--- src/rtl/svd_pkg.sv ---
package svd_pkg;
  localparam logic [15:0] UNLOCK_KEY = 16'h0096;
  localparam logic [3:0]  ACT_RESET  = 4'hA;

  typedef enum logic [1:0] {
    A_KEY  = 2'd0,
    A_CTRL = 2'd1,
    A_CLK  = 2'd2,
    A_INT  = 2'd3
  } reg_addr_e;

  typedef struct packed {
    logic [1:0] imode;
    logic [3:0] act;
    logic [4:0] thr;
    logic [1:0] cnt_sel;
    logic       dir;
    logic       en;
  } ctrl_t;
endpackage

--- src/rtl/svd_sync.sv ---
module svd_sync #(
  parameter int STAGES = 2
) (
  input  logic clk_i,
  input  logic rst_ni,
  input  logic ce_i,
  input  logic d_i,
  output logic q_o
);
  logic [STAGES-1:0] chain_q;

  generate
    for (genvar i = 0; i < STAGES; i++) begin : g_stage
      always_ff @(posedge clk_i or negedge rst_ni) begin
        if (!rst_ni)   chain_q[i] <= 1'b0;
        else if (ce_i) chain_q[i] <= (i == 0) ? d_i : chain_q[(i == 0) ? 0 : i-1];
      end
    end
  endgenerate

  assign q_o = chain_q[STAGES-1];
endmodule

--- src/rtl/svd_settle.sv ---
module svd_settle #(
  parameter int EN_WAIT  = 12,
  parameter int THR_WAIT = 6
) (
  input  logic clk_i,
  input  logic rst_ni,
  input  logic ce_i,
  input  logic en_i,
  input  logic start_i,
  input  logic retune_i,
  output logic valid_o
);
  localparam int MAXW = (EN_WAIT > THR_WAIT) ? EN_WAIT : THR_WAIT;
  localparam int TW   = $clog2(MAXW + 1);

  logic [TW-1:0] tmr_q;

  always_ff @(posedge clk_i or negedge rst_ni) begin
    if (!rst_ni)            tmr_q <= '0;
    else if (ce_i) begin
      if (start_i)          tmr_q <= TW'(EN_WAIT);
      else if (retune_i)    tmr_q <= TW'(THR_WAIT);
      else if (tmr_q != '0) tmr_q <= tmr_q - 1'b1;
    end
  end

  assign valid_o = en_i && (tmr_q == '0);

  AST_WAIT_START: assert property (@(posedge clk_i) disable iff (!rst_ni)
    (ce_i && ((start_i && EN_WAIT > 0) || (retune_i && THR_WAIT > 0))) |=> !valid_o);
endmodule

--- src/rtl/svd_sampler.sv ---
module svd_sampler #(
  parameter int CNT_W = 4,
  parameter int DIV_W = 6
) (
  input  logic       clk_i,
  input  logic       rst_ni,
  input  logic       ce_i,
  input  logic       en_i,
  input  logic       valid_i,
  input  logic [1:0] imode_i,
  input  logic [1:0] cnt_sel_i,
  input  logic       raw_i,
  output logic       det_o,
  output logic       hit_o
);
  localparam logic [CNT_W-1:0] RUN_MAX = '1;

  logic [DIV_W-1:0] div_q, per_m1;
  logic [CNT_W-1:0] run_q, run_nxt, need;
  logic             tick, det_q;

  // one sample every 4^imode cycles
  always_comb begin
    case (imode_i)
      2'd0:    per_m1 = DIV_W'(0);
      2'd1:    per_m1 = DIV_W'(3);
      2'd2:    per_m1 = DIV_W'(15);
      default: per_m1 = DIV_W'(63);
    endcase
  end

  assign tick    = valid_i && ((imode_i == 2'd0) || (div_q == per_m1));
  assign need    = CNT_W'(1) << cnt_sel_i;
  assign run_nxt = (run_q == RUN_MAX) ? run_q : run_q + 1'b1;
  assign hit_o   = tick && raw_i && (run_nxt >= need);

  always_ff @(posedge clk_i or negedge rst_ni) begin
    if (!rst_ni) begin
      div_q <= '0;
      run_q <= '0;
      det_q <= 1'b0;
    end else if (ce_i) begin
      if (!valid_i || tick) div_q <= '0;
      else                  div_q <= div_q + 1'b1;

      if (!en_i)     run_q <= '0;
      else if (tick) run_q <= raw_i ? run_nxt : '0;

      if (!en_i)     det_q <= 1'b0;
      else if (tick) det_q <= raw_i;
    end
  end

  assign det_o = det_q;

  AST_TICK_SPACING: assert property (@(posedge clk_i) disable iff (!rst_ni)
    (ce_i && tick && imode_i != 2'd0) |=> (!tick || imode_i == 2'd0));
endmodule

--- src/rtl/svd_ctrl.sv ---
module svd_ctrl
  import svd_pkg::*;
#(
  parameter int EN_WAIT     = 12,
  parameter int THR_WAIT    = 6,
  parameter int SYNC_STAGES = 2,
  parameter int CNT_W       = 4
) (
  input  logic        clk_i,
  input  logic        rst_ni,
  input  logic        dbg_halt_i,
  input  logic        wr_i,
  input  logic [1:0]  addr_i,
  input  logic [15:0] wdata_i,
  output logic [15:0] rdata_o,
  input  logic        cmp_low_i,
  output logic [4:0]  thr_o,
  output logic        det_o,
  output logic        det_valid_o,
  output logic        irq_o,
  output logic        rst_req_o
);
  logic [15:0] key_q;
  ctrl_t       ctrl_q, ctrl_w;
  logic        run_dbg_q, flag_q, ie_q;
  logic        ce, unlocked, ctrl_wr, clk_wr, int_wr;
  logic        cmp_s, raw, hit, valid, start, retune, rst_mode;

  assign ce       = !(dbg_halt_i && !run_dbg_q);
  assign unlocked = (key_q == UNLOCK_KEY);
  assign ctrl_w   = ctrl_t'(wdata_i[14:0]);
  assign ctrl_wr  = wr_i && (addr_i == A_CTRL) && unlocked;
  assign clk_wr   = wr_i && (addr_i == A_CLK) && unlocked;
  assign int_wr   = wr_i && (addr_i == A_INT);
  assign start    = ctrl_wr && !ctrl_q.en && ctrl_w.en;
  assign retune   = ctrl_wr && ctrl_q.en && ctrl_w.en && (ctrl_w.thr != ctrl_q.thr);

  // key lives in the system domain: never frozen
  always_ff @(posedge clk_i or negedge rst_ni) begin
    if (!rst_ni)                          key_q <= '0;
    else if (wr_i && addr_i == A_KEY)     key_q <= wdata_i;
  end

  always_ff @(posedge clk_i or negedge rst_ni) begin
    if (!rst_ni) begin
      ctrl_q    <= '0;
      run_dbg_q <= 1'b0;
      flag_q    <= 1'b0;
      ie_q      <= 1'b0;
    end else if (ce) begin
      if (ctrl_wr) ctrl_q    <= ctrl_w;
      if (clk_wr)  run_dbg_q <= wdata_i[0];
      if (int_wr)  ie_q      <= wdata_i[1];
      if (hit)                        flag_q <= 1'b1;
      else if (int_wr && wdata_i[0])  flag_q <= 1'b0;
    end
  end

  svd_sync #(.STAGES(SYNC_STAGES)) u_sync (
    .clk_i (clk_i), .rst_ni (rst_ni), .ce_i (ce), .d_i (cmp_low_i), .q_o (cmp_s)
  );

  svd_settle #(.EN_WAIT(EN_WAIT), .THR_WAIT(THR_WAIT)) u_settle (
    .clk_i (clk_i), .rst_ni (rst_ni), .ce_i (ce), .en_i (ctrl_q.en),
    .start_i (start), .retune_i (retune), .valid_o (valid)
  );

  assign raw = ctrl_q.dir ? !cmp_s : cmp_s;

  svd_sampler #(.CNT_W(CNT_W)) u_sampler (
    .clk_i (clk_i), .rst_ni (rst_ni), .ce_i (ce), .en_i (ctrl_q.en),
    .valid_i (valid), .imode_i (ctrl_q.imode), .cnt_sel_i (ctrl_q.cnt_sel),
    .raw_i (raw), .det_o (det_o), .hit_o (hit)
  );

  assign rst_mode    = (ctrl_q.act == ACT_RESET);
  assign irq_o       = flag_q && ie_q && !rst_mode;
  assign rst_req_o   = flag_q && rst_mode;
  assign thr_o       = ctrl_q.thr;
  assign det_valid_o = valid;

  always_comb begin
    case (addr_i)
      A_KEY:   rdata_o = {15'd0, unlocked};
      A_CTRL:  rdata_o = {1'b0, ctrl_q};
      A_CLK:   rdata_o = {15'd0, run_dbg_q};
      default: rdata_o = {13'd0, det_o, ie_q, flag_q};
    endcase
  end

  AST_LOCKED_HOLD: assert property (@(posedge clk_i) disable iff (!rst_ni)
    (ce && wr_i && addr_i == A_CTRL && !unlocked) |=> $stable(ctrl_q));
  AST_FREEZE_HOLD: assert property (@(posedge clk_i) disable iff (!rst_ni)
    !ce |=> $stable({ctrl_q, run_dbg_q, flag_q, ie_q, det_o}));
  AST_OFF_NO_STATUS: assert property (@(posedge clk_i) disable iff (!rst_ni)
    (ce && !ctrl_q.en) |=> !det_o);
  AST_REQ_EXCL: assert property (@(posedge clk_i) disable iff (!rst_ni)
    !(irq_o && rst_req_o));
endmodule

--- config.mk ---
export PLATFORM = sky130hd
export DESIGN_NAME = svd_ctrl
export DESIGN_NICKNAME = d
export VERILOG_FILES = /design/src/rtl/svd_pkg.sv /design/src/rtl/svd_sync.sv /design/src/rtl/svd_settle.sv /design/src/rtl/svd_sampler.sv /design/src/rtl/svd_ctrl.sv
export SDC_FILE = /design/constraint.sdc
export NUM_CORES = 1
export LEC_CHECK = 0
export ABC_AREA = 1
export BUFFER_PORTS_ARGS = -buffer_cell sky130_fd_sc_hd__buf_2
export CAP_MARGIN = 15
export CORE_UTILIZATION = 40
export DETAILED_ROUTE_END_ITERATION = 12
export PLACE_DENSITY = 0.66
export SKIP_LAST_GASP = 1
export SYNTH_ARGS = -nofsm -noshare
export SYNTH_HDL_FRONTEND = slang
export SYNTH_SLANG_ARGS = --single-unit
--- constraint.sdc ---
create_clock -name clk_i -period 4.45 [get_ports clk_i]
set_input_delay 1.335 -clock clk_i [delete_from_list [all_inputs] [get_ports clk_i]]
set_output_delay 1.335 -clock clk_i [all_outputs]
set_load 0.05 [all_outputs]
After elaboration in Yosys (flattened, before gate mapping)
Index checks and enable logic that the tools add are counted.
{ "word_totals": {"regBits": 51, "out_inout_bits": 25, "elab_cells": 87} }
{ "classes": {"n_addsub": 3, "n_lt_le_gt_ge": 1, "eq_ne": 11, "n_shift": 1, "mux": 15, "bitwise_logic": 1, "reduce_logical": 39} }
{ "op_table": {"columns": ["op", "count"], "rows": [
  ["case mux 15 bit (3 select lines)", 1],
  ["2-to-1 mux 4 bit", 7],
  ["logical AND 1 bit", 20],
  ["case mux 6 bit (3 select lines)", 1],
  ["== test 16 x 8 -> 1 bit (second input constant)", 1],
  ["AND reduction 2 bit", 6],
  ["== test 4 bit (second input constant)", 2],
  ["adder 6 x 1 -> 6 bit (second input constant)", 1],
  ["== test 2 bit (second input constant)", 3],
  ["== test 6 bit", 1],
  ["2-to-1 mux 6 bit", 1],
  ["zero test 1 bit", 5],
  ["2-to-1 mux 1 bit", 5],
  ["inequality test 5 bit", 1],
  ["adder 4 x 1 -> 4 bit (second input constant)", 1],
  ["== test 2 x 1 -> 1 bit (second input constant)", 2],
  [">= comparator 4 bit", 1],
  ["zero test 2 bit", 2],
  ["zero test 4 bit", 1],
  ["nonzero test 4 bit", 1],
  ["left shift 1 x 2 -> 4 bit (first input constant)", 1],
  ["subtractor 4 x 1 -> 4 bit (second input constant)", 1],
  ["nonzero test 3 bit", 1],
  ["logical OR 1 bit", 2],
  ["other kinds (3)", 3]
]} }

Logic depth before layout (Yosys ltp)
Gate-level depths: netlist (run 1).
{ "logic_depth": {"word_depth": 9, "depth_mapped": 12, "ltp_nobuf": 12} }

Modules after synthesis
A second synthesis (run 1) with hierarchy kept.
{ "unflattened": {"hier_cells": 385, "hier_area_um2": 2992.9} }
{ "modules_own_cells": {"columns": ["mod", "instances", "cells_each", "area_each_um2", "seq_area_each_um2"], "rows": [
  ["svd_ctrl", 1, 227, 1835.5, 850.8],
  ["svd_sampler", 1, 111, 805.8, 275.3],
  ["svd_settle", 1, 38, 275.3, 100.1],
  ["svd_sync", 1, 9, 76.3, 50.0]
]} }

Worst setup path after synthesis (run 1)
Ideal clock, no wire load.
{ "synth_timing": {"path_kind": "input to output", "start": "input addr_i[0]", "end": "output rdata_o[2]", "arrival_time_ps": 2616, "slack_ps": 499, "stages": 4, "path_buffers": 0, "path_cell_list": "inv_2 -> nor2_4 -> inv_2 -> o21ai_0"} }
{ "synth_between": {"elab_chain_len": 2} }
{ "synth_rtl": {"columns": ["element", "line", "source"], "rows": [
  ["start, declared", "svd_ctrl.sv:13", "input logic [1:0] addr_i,"],
  ["== test 2 bit (tied with other cells)", "svd_ctrl.sv:83", "case (addr_i)"],
  ["case mux 15 bit (3 select lines) *", "svd_ctrl.sv:83", null],
  ["end, declared", "svd_ctrl.sv:15", "output logic [15:0] rdata_o,"]
]} }
Every way passes the cells marked *; elsewhere a longest branch is shown, timed or not.

Worst setup path after layout (run 1)
{ "layout_timing": {"start": "input addr_i[1]", "end": "output rdata_o[2]"} }
Same word-level chain as after synthesis.

==> results of run 1 <==
## report_power, final
part / total [mW] / internal, mW / switching [mW]
Combinational: 0.246 / 0.0943 / 0.152
Clock: 0.284 / 0.127 / 0.157
Sequential: 0.553 / 0.515 / 0.0378
## worst paths after layout
kind                                         start                 end  slack, ns  cells after the start
worst max-delay path                     addr_i[1]          rdata_o[2]       0.90                      5
worst max register to register  u_sampler.run_q[0]              flag_q       2.31                     12
worst min-delay path                     key_q[11]           key_q[11]       0.49                      2
worst min register to register           key_q[11]           key_q[11]       0.49                      2
max in group asynchronous                   rst_ni            key_q[6]       2.62                      2
min in group asynchronous                   rst_ni  u_sampler.run_q[3]       1.11                      1
## per-stage QoR
| stage | power [mW] | hold slack (ns) |
|---|---|---|
| 2_1_floorplan | 0.747 | 0.453 |
| 6_report | 1.08 | 0.495 |
| 5_1_grt | 1.16 | 0.518 |
| 3_3_place_gp | 0.801 | 0.466 |
| 3_5_place_dp | 0.812 | 0.474 |
| 4_1_cts | 1.10 | 0.498 |
## cell type report
cell class | instances | area share (%)
well taps | 96 | 3.62
multi-input cells | 244 | 41.5
repair buffers | 47 | 7.16
clock inverters | 2 | 0.490
clock buffers | 6 | 2.49
inverters | 56 | 6.33
flip-flops and latches | 51 | 38.4
## logic make-up after synthesis
| family | after synthesis |
|---|---|
| simple gates | 174 |
| buf+inv | 70 |
| flops | 51 |
| compound gates | 50 |
| fa+ha+maj | 8 |
| xor+xnor | 8 |
| mux | 3 |
| other cells | 1 |
## per-layer routing
layer / share of wire [%] / track usage (%) / vias up
li1: - / - / 1217
met1: 49 / 23.4 / 1076
met2: 46 / 27.1 / 52
met3: 4.1 / 3.11 / 5
met4: 0.77 / 4.40 / 0
met5: 0 / 0 / -
## registers in the layout, indices dropped and copies added (netlist names), 4 cells and up
register         cells
thr_o                5
u_settle.tmr_q       4
key_q               16
ctrl_q              10
u_sampler.div_q      6
u_sampler.run_q      4
## synthesized netlist by cell type
cell       instances  area, um^2
nor2_4             1        11.3
nor2_1            29         109
xnor2_1            5        43.8
a21boi_1           1        7.51
o21ai_1            2        10.0
nor3_2             3        30.0
o2111ai_1          1        8.76
nor2_8             1        20.0
conb_1             1        3.75
nor3_1             3        15.0
nand4_1            5        31.3
ha_1               8         100
nor3b_4            1        18.8
o21ai_0           23         115
nand3_1           11        55.1
inv_1             48         180
nor4_1             2        12.5
or2_0              1        6.26
buf_4              6        45.0
mux2i_1            2        20.0
buf_6              3        33.8
nand2_1           89         334
mux2_2             1        11.3
nand4_4            1        21.3
nand2_4            1        11.3
inv_2              8        30.0
o21ai_2           16         140
nand3_2            4        40.0
dfrtp_1           51        1280
nor2_2             4        25.0
nand3b_1           1        7.51
clkbuf_1           5        18.8
nand2_2           17         106
xor2_1             3        26.3
a21oi_1            7        35.0
## critical path, stage by stage
cell     delay [ns]
buf_2          0.13
nor2_4         0.13
inv_2          0.15
o21ai_0        0.18
buf_2          0.28
## cells in the final DEF (no fill, tap or decap), types with 2 or more instances in the layout
master,instances
nor4_1,2
nor3_2,3
o21ai_1,2
nand2_1,89
inv_2,8
nand2_2,17
ha_1,8
nand4_1,5
nor2_1,29
nor3_1,3
o21ai_2,16
inv_1,48
dfrtp_1,51
nand3_2,4
o21ai_0,23
a21oi_1,7
nand3_1,11
nor2_2,4
xor2_1,3
buf_2,46
xnor2_1,5
clkbuf_8,6
mux2i_1,2
==> impl_metrics.toml, run 1 <==
[power_and_ir_drop]
ir_drop_uv = 214
leakage_nw = 1.73
p_per_area_mw_per_mm2 = 326

[finish]
multiInputGateArea_mm2 = 0.00138
seq_area_mm2 = 0.00128
drive_gt1_share_pct = 27.8
layout.cells.non_filler = 502
syn_to_final_growth_pct = 12.1
fillers = 695
design_area_mm2 = 0.00332
final_util_pct = 47.5
n_antenna_cell = 0
final_nets = 436

[sta]
max_freq_mhz = 282
setup_ws_ns = 0.902
skew_ns = 0.00725
setup_tns_ns = 0
slew_viol_final = 0
finalCriticalPeriod_ns = 3.55
setup_violations = 0
tightest_slew_ns = 0.840
rsz0062_at_grt = "no"
hold_viol = 0
fin_crit_sh_pct = 79.7
relSlewSlack_pct = 43.8

[logic_synthesis]
yosys.area_share.simple_pct = 28.9
synthCells = 365
netlist_area_mm2 = 0.00296
synth_xor_area_share_pct = 2.37
synth_compound_area_share_pct = 10.7
synthMuxAreaShare_pct = 1.06
synth_top_family_by_area = "simple AND/OR/NAND/NOR gates"
ys_warn_count = 0
synth_seq_cells = 51
synth_cell_types = 35
synth_nets = 396
syn_area_per_cell_um2 = 8.11
synth.yosys.seq_area_share_pct = 43.1
synthAdderAreaFrac_pct = 3.38

[global_route]
antenna_found_initial = 0
grt_first_pass_wirelength_mm = 10.0
grt_pass1_vias = 2210
grt_overflow = 0
track_usage_pct = 16.8
grt_start_max_net_pins = 36

[clock_network]
clock-sinks = 51
cts_resized = 0
cts.root.buffer_cell = "clkbuf_8"
clk_path_buf_depth = 2
cts_buffers = 5
ctsHoldBuffers = 0
insertion_delay_ns = 0.30
cts_setup_buffers = 0
cts_tree = "done"
clk_pin_slew_ns = 0.09
htreeDepth = 2

[drt]
vias = 2350
drc_errors = 0
first_pass_iters = 4
wl_per_cell_um = 11.8
postRouteAntennaNets = 0
viasPerCell = 4.68
drtIter0Drc = 143
routed_wl_mm = 5.94

[die]
fp.coreArea_mm2 = 0.00698
die-area_mm2 = 0.00775
die_x_um = 88.0
io_pins = 48
rows = 30
chipHeight_um = 88.0
start_util_pct = 42.4

[placement]
numPlacedInstances = 494
io_buffers = 46
gp_congestion = 0.820
dpl_worst_slack_ns = 0.898
placed_area_mm2 = 0.00322
dpl.hpwl_mm = 4.51

[setup_path]
critPathKind = "primary input to output port"
endpoint_kind = "output port"
arrival_ns = 2.21
critPathLaunchType = "primary input"
worstPathRequired_ns = 3.12
crit_fanout = 15

[job]
drv_cap = 0

[hold_path]
hp-class = "flip-flop to flip-flop"

[outcome]
status = "finished, final reports clean"
Note: power is estimated with default switching activity, not from simulation.
==> inputs of run 2 (changes only) <==
==> constraint.sdc (replaced) <==
create_clock -name clk_i -period 3.4 [get_ports clk_i]
set_input_delay 1.02 -clock clk_i [delete_from_list [all_inputs] [get_ports clk_i]]
set_output_delay 1.02 -clock clk_i [all_outputs]
set_load 0.05 [all_outputs]
==> impl_metrics.toml, run 2 (synthesized netlist as in run 1, its figures left out) <==
[outcome]
status = "finished, final reports clean"

[clock_network]
clock-sinks = 51
htreeDepth = 2
insertion_delay_ns = 0.31
cts_tree = "done"
cts.root.buffer_cell = "clkbuf_8"
cts_buffers = 5
clk_pin_slew_ns = 0.10
cts_resized = 0
cts_setup_buffers = 0
clk_path_buf_depth = 2
ctsHoldBuffers = 0

[drt]
viasPerCell = 4.67
drtIter0Drc = 84
postRouteAntennaNets = 0
drc_errors = 0
vias = 2348
first_pass_iters = 4
wl_per_cell_um = 11.8
routed_wl_mm = 5.93

[global_route]
track_usage_pct = 16.8
grt_first_pass_wirelength_mm = 9.88
grt_start_max_net_pins = 36
grt_overflow = 0
antenna_found_initial = 0
grt_pass1_vias = 2190

[placement]
numPlacedInstances = 495
io_buffers = 46
placed_area_mm2 = 0.00323
gp_congestion = 0.798
dpl_worst_slack_ns = 0.470
dpl.hpwl_mm = 4.51

[setup_path]
r2r-end = "flag_q"
critPathLaunchType = "primary input"
critPathKind = "primary input to output port"
path_common_cell = "buf_2"
crit_fanout = 15
regToRegSetupSlack_ns = 1.29
cp_top_family = "buffers and inverters"
crit_buf_inv = 3
crit_cells = 5
max_stage_delay_ns = 0.28
r2r_cells = 12
endpoint = "rdata_o[2]"
arrival_ns = 1.90
r2r-start = "u_sampler.run_q[0]"
worstPathRequired_ns = 2.38
slowest_stage = "buf_2"
startpoint = "addr_i[1]"
path_cells = "buf_2 -> nor2_4 -> inv_2 -> o21ai_0 -> buf_2"
endpoint_kind = "output port"

[finish]
final_util_pct = 47.5
layout.cells.non_filler = 503
final_nets = 437
final_cell_mix = "nand2_1, dfrtp_1, inv_1"
design_area_mm2 = 0.00332
top_regs = "key_q x16, ctrl_q x10, u_sampler.div_q x6"
mostFrequentLayoutCell = "nand2_1"
largest_register_ffs = 16
syn_to_final_growth_pct = 12.0
drive_gt1_share_pct = 27.8
n_antenna_cell = 0
largest-register = "key_q"

[die]
start_util_pct = 42.4
die-area_mm2 = 0.00775
chipHeight_um = 88.0
rows = 30
fp.coreArea_mm2 = 0.00698
die_x_um = 88.0
io_pins = 48

[sta]
relSlewSlack_pct = 43.1
max_freq_mhz = 343
setup_violations = 0
fin_crit_sh_pct = 85.8
setup_ws_ns = 0.482
hold_viol = 0
holdWs_ns = 0.492
setup_tns_ns = 0
skew_ns = 0.00726
tightest_slew_ns = 0.851
rsz0062_at_grt = "no"
slew_viol_final = 0
finalCriticalPeriod_ns = 2.92

[power_and_ir_drop]
total_power_mw = 1.41
leakage_nw = 1.72
ir_drop_uv = 194
p_per_area_mw_per_mm2 = 425

[hold_path]
hold-path-cell-count = 2
hp-class = "flip-flop to flip-flop"

[job]
drv_cap = 0
-- run 2: cell types whose count changed in the layout (fill, tap and decap cells not counted) --
cell | before | now
clkinv_4 | 1 | 0
clkbuf_1 | 0 | 1
clkbuf_8 | 6 | 5
buf_4 | 1 | 2
inv_6 | 0 | 1
-- run 2: report_power, final --
group          total, mW  switching [mW]  internal [mW]
clock              0.362           0.214          0.148
sequential         0.725          0.0508          0.674
combinational      0.321           0.197          0.124
total               1.41           0.462          0.946
-- run 2: worst min-delay path by stage --
stage / from / endpoint / slack [ns]
after floorplan: key_q[1] / key_q[1] / 0.45
after global placement: key_q[11] / key_q[11] / 0.47
after detailed placement: key_q[7] / key_q[7] / 0.47
after CTS: key_q[7] / key_q[7] / 0.50
after global routing: key_q[1] / key_q[1] / 0.52
final: key_q[7] / key_q[7] / 0.49
-- run 2: layer usage --
layer,wire [um],track usage (%)
met5,0,0
met4,107,6.89
met3,200,3.30
met2,2670,26.1
met1,2950,23.0
-- run 2: worst reg2reg max path, cell delays in order, from the launching register on --
cell and delay (ns):
dfrtp_1 0.42, ha_1 0.19, nand2_1 0.10, nor2_1 0.20, mux2i_1 0.21, inv_1 0.08, ha_1 0.29, inv_1 0.05
a21oi_1 0.03, o21ai_0 0.13, nand2_1 0.08, a21oi_1 0.12, o21ai_1 0.08
-- run 2: area by class of cell --
cell class	count	area, um^2
inverters	56	210
clock buffers	6	72.6
repair buffers	48	245
fillers	709	3660
flip-flops and latches	51	1280
multi-input cells	244	1380
clock inverters	2	16.3
well taps	96	120
==> inputs of run 3 (changes only) <==
--- a/config.mk
+++ b/config.mk
@@ -10,6 +10,7 @@
 export CAP_MARGIN = 15
 export CORE_UTILIZATION = 40
 export DETAILED_ROUTE_END_ITERATION = 12
+export GPL_TIMING_DRIVEN = 0
 export PLACE_DENSITY = 0.66
 export SKIP_LAST_GASP = 1
 export SYNTH_ARGS = -nofsm -noshare
==> constraint.sdc (replaced) <==
create_clock -name clk_i -period 3.16 [get_ports clk_i]
set_input_delay 0.948 -clock clk_i [delete_from_list [all_inputs] [get_ports clk_i]]
set_output_delay 0.948 -clock clk_i [all_outputs]
set_load 0.05 [all_outputs]
==> impl_metrics.toml, run 3 (synthesized netlist as in run 1, its figures left out) <==
[die]
rows = 30
die_x_um = 88.0
start_util_pct = 42.4
die-area_mm2 = 0.00775
chipHeight_um = 88.0
fp.coreArea_mm2 = 0.00698
io_pins = 48

[setup_path]
crit_fanout = 15
critPathKind = "primary input to output port"
regToRegSetupSlack_ns = 1.07
crit_cells = 6
critPathLaunchType = "primary input"
r2r_cells = 12
path_cells = "buf_2 -> inv_2 -> nor2_4 -> inv_2 -> o21ai_1 -> buf_2"
crit_buf_inv = 4
max_stage_delay_ns = 0.28
endpoint_kind = "output port"
arrival_ns = 1.85
slowest_stage = "buf_2"
cp_top_family = "buffers and inverters"
worstPathRequired_ns = 2.21

[sta]
setup_violations = 0
fin_crit_sh_pct = 88.6
setup_tns_ns = 0
relSlewSlack_pct = 64.7
tightest_slew_ns = 0.525
slew_viol_final = 0
rsz0062_at_grt = "no"
hold_viol = 0
skew_ns = 0.0121
max_freq_mhz = 357
finalCriticalPeriod_ns = 2.80

[drt]
drtIter0Drc = 77
viasPerCell = 4.69
routed_wl_mm = 6.18
postRouteAntennaNets = 0
drc_errors = 0
first_pass_iters = 4
wl_per_cell_um = 12.0
vias = 2416

[global_route]
track_usage_pct = 18.1
grt_first_pass_wirelength_mm = 10.8
grt_overflow = 0
antenna_found_initial = 0
grt_pass1_vias = 2367
grt_start_max_net_pins = 52

[finish]
syn_to_final_growth_pct = 15.5
drive_gt1_share_pct = 29.1
final_cell_mix = "nand2_1, dfrtp_1, inv_1"
largest_register_ffs = 16
n_antenna_cell = 0
mostFrequentLayoutCell = "nand2_1"
design_area_mm2 = 0.00342
fillers = 711
top_regs = "key_q x16, ctrl_q x10, u_sampler.div_q x6"
largest-register = "key_q"
final_nets = 449

[hold_path]
hold-path-cell-count = 2
hp-class = "flip-flop to flip-flop"

[outcome]
status = "finished, final reports clean"

[clock_network]
clk_path_buf_depth = 2
cts_setup_buffers = 0
clk_pin_slew_ns = 0.10
cts_tree = "done"
insertion_delay_ns = 0.31
htreeDepth = 2
cts.root.buffer_cell = "clkbuf_8"
cts_buffers = 5
clock-sinks = 51

[placement]
placed_area_mm2 = 0.00331
gp_congestion = 0.757
io_buffers = 46
dpl.hpwl_mm = 4.71

[power_and_ir_drop]
ir_drop_uv = 226
p_per_area_mw_per_mm2 = 444
leakage_nw = 1.79

[job]
drv_cap = 0
## run 3: cell count changes in the layout (fill, tap and decap cells not counted), sizes merged
cell | before | now
clkinvlp | 1 | 0
clkinv | 0 | 2
buf | 48 | 56
clkbuf | 6 | 9
## run 3: cell type report
type                    count  area (um^2)  area share (%)
flip-flops and latches     51         1280            37.3
plain buffers              13         93.8            2.75
clock inverters             3         22.5           0.659
multi-input cells         244         1380            40.3
well taps                  96          120            3.51
repair buffers             47          250            7.32
inverters                  56          210            6.15
clock buffers               5         68.8            2.01
## run 3: worst paths after layout
path,to,from
worst max-delay path,rdata_o[2],addr_i[0]
worst min-delay path,key_q[11],key_q[11]
worst max register to register,flag_q,u_sampler.run_q[0]
worst min register to register,key_q[11],key_q[11]
max in group asynchronous,key_q[5],rst_ni
min in group asynchronous,u_sampler.run_q[3],rst_ni
## run 3: timing repair
| action | 4_1_cts | 5_1_grt |
|---|---|---|
| endpoints found under the hold margin | 0 | 0 |
| gates resized for setup | 0 | 0 |
| hold buffers | 0 | 0 |
| endpoints found under the setup margin | 0 | 10 |
## run 3: per-layer routing
metal / global-route usage, % / up-vias / share of wire [%] / wire length (um)
met4: 4.40 / 0 / 0.94 / 58
met2: 29.4 / 51 / 46 / 2830
met5: 0 / - / 0 / 0
li1: - / 1246 / - / -
met3: 2.83 / 7 / 4.5 / 280
met1: 25.5 / 1112 / 49 / 3020
## run 3: power breakdown
group | switching (mW) | internal (mW) | leakage, nW | total (mW)
logic | 0.211 | 0.137 | 1.07 | 0.348
registers | 0.0540 | 0.725 | 0.666 | 0.779
clock network | 0.232 | 0.159 | 0.0485 | 0.391
total | 0.497 | 1.02 | 1.79 | 1.52
## run 3: worst register-to-register path, delay by kind of cell (launching register included)
kind                     cells  cell delay, ns
AND/OR/NAND/NOR              3            0.37
multiplexers                 1            0.21
buffers and inverters        2            0.13
adder cells (fa/ha/maj)      2            0.48
AO/OA/AOI/OAI                4            0.37
flip-flops                   1            0.41
## run 3: through the flow
stage	worst slack [ns]	std cells	total power [mW]	utilization (%)	hold WS (ns)
CTS	0.0461	515	1.53	48.7	0.498
detailed placement	0.0539	507	1.14	47.4	0.473
floorplan	0.125	365	1.05	-	0.453
finish	0.362	515	1.52	49.0	0.495
global route	0.276	515	1.62	49.0	0.525
global placement	0.0848	507	1.13	47.4	0.466
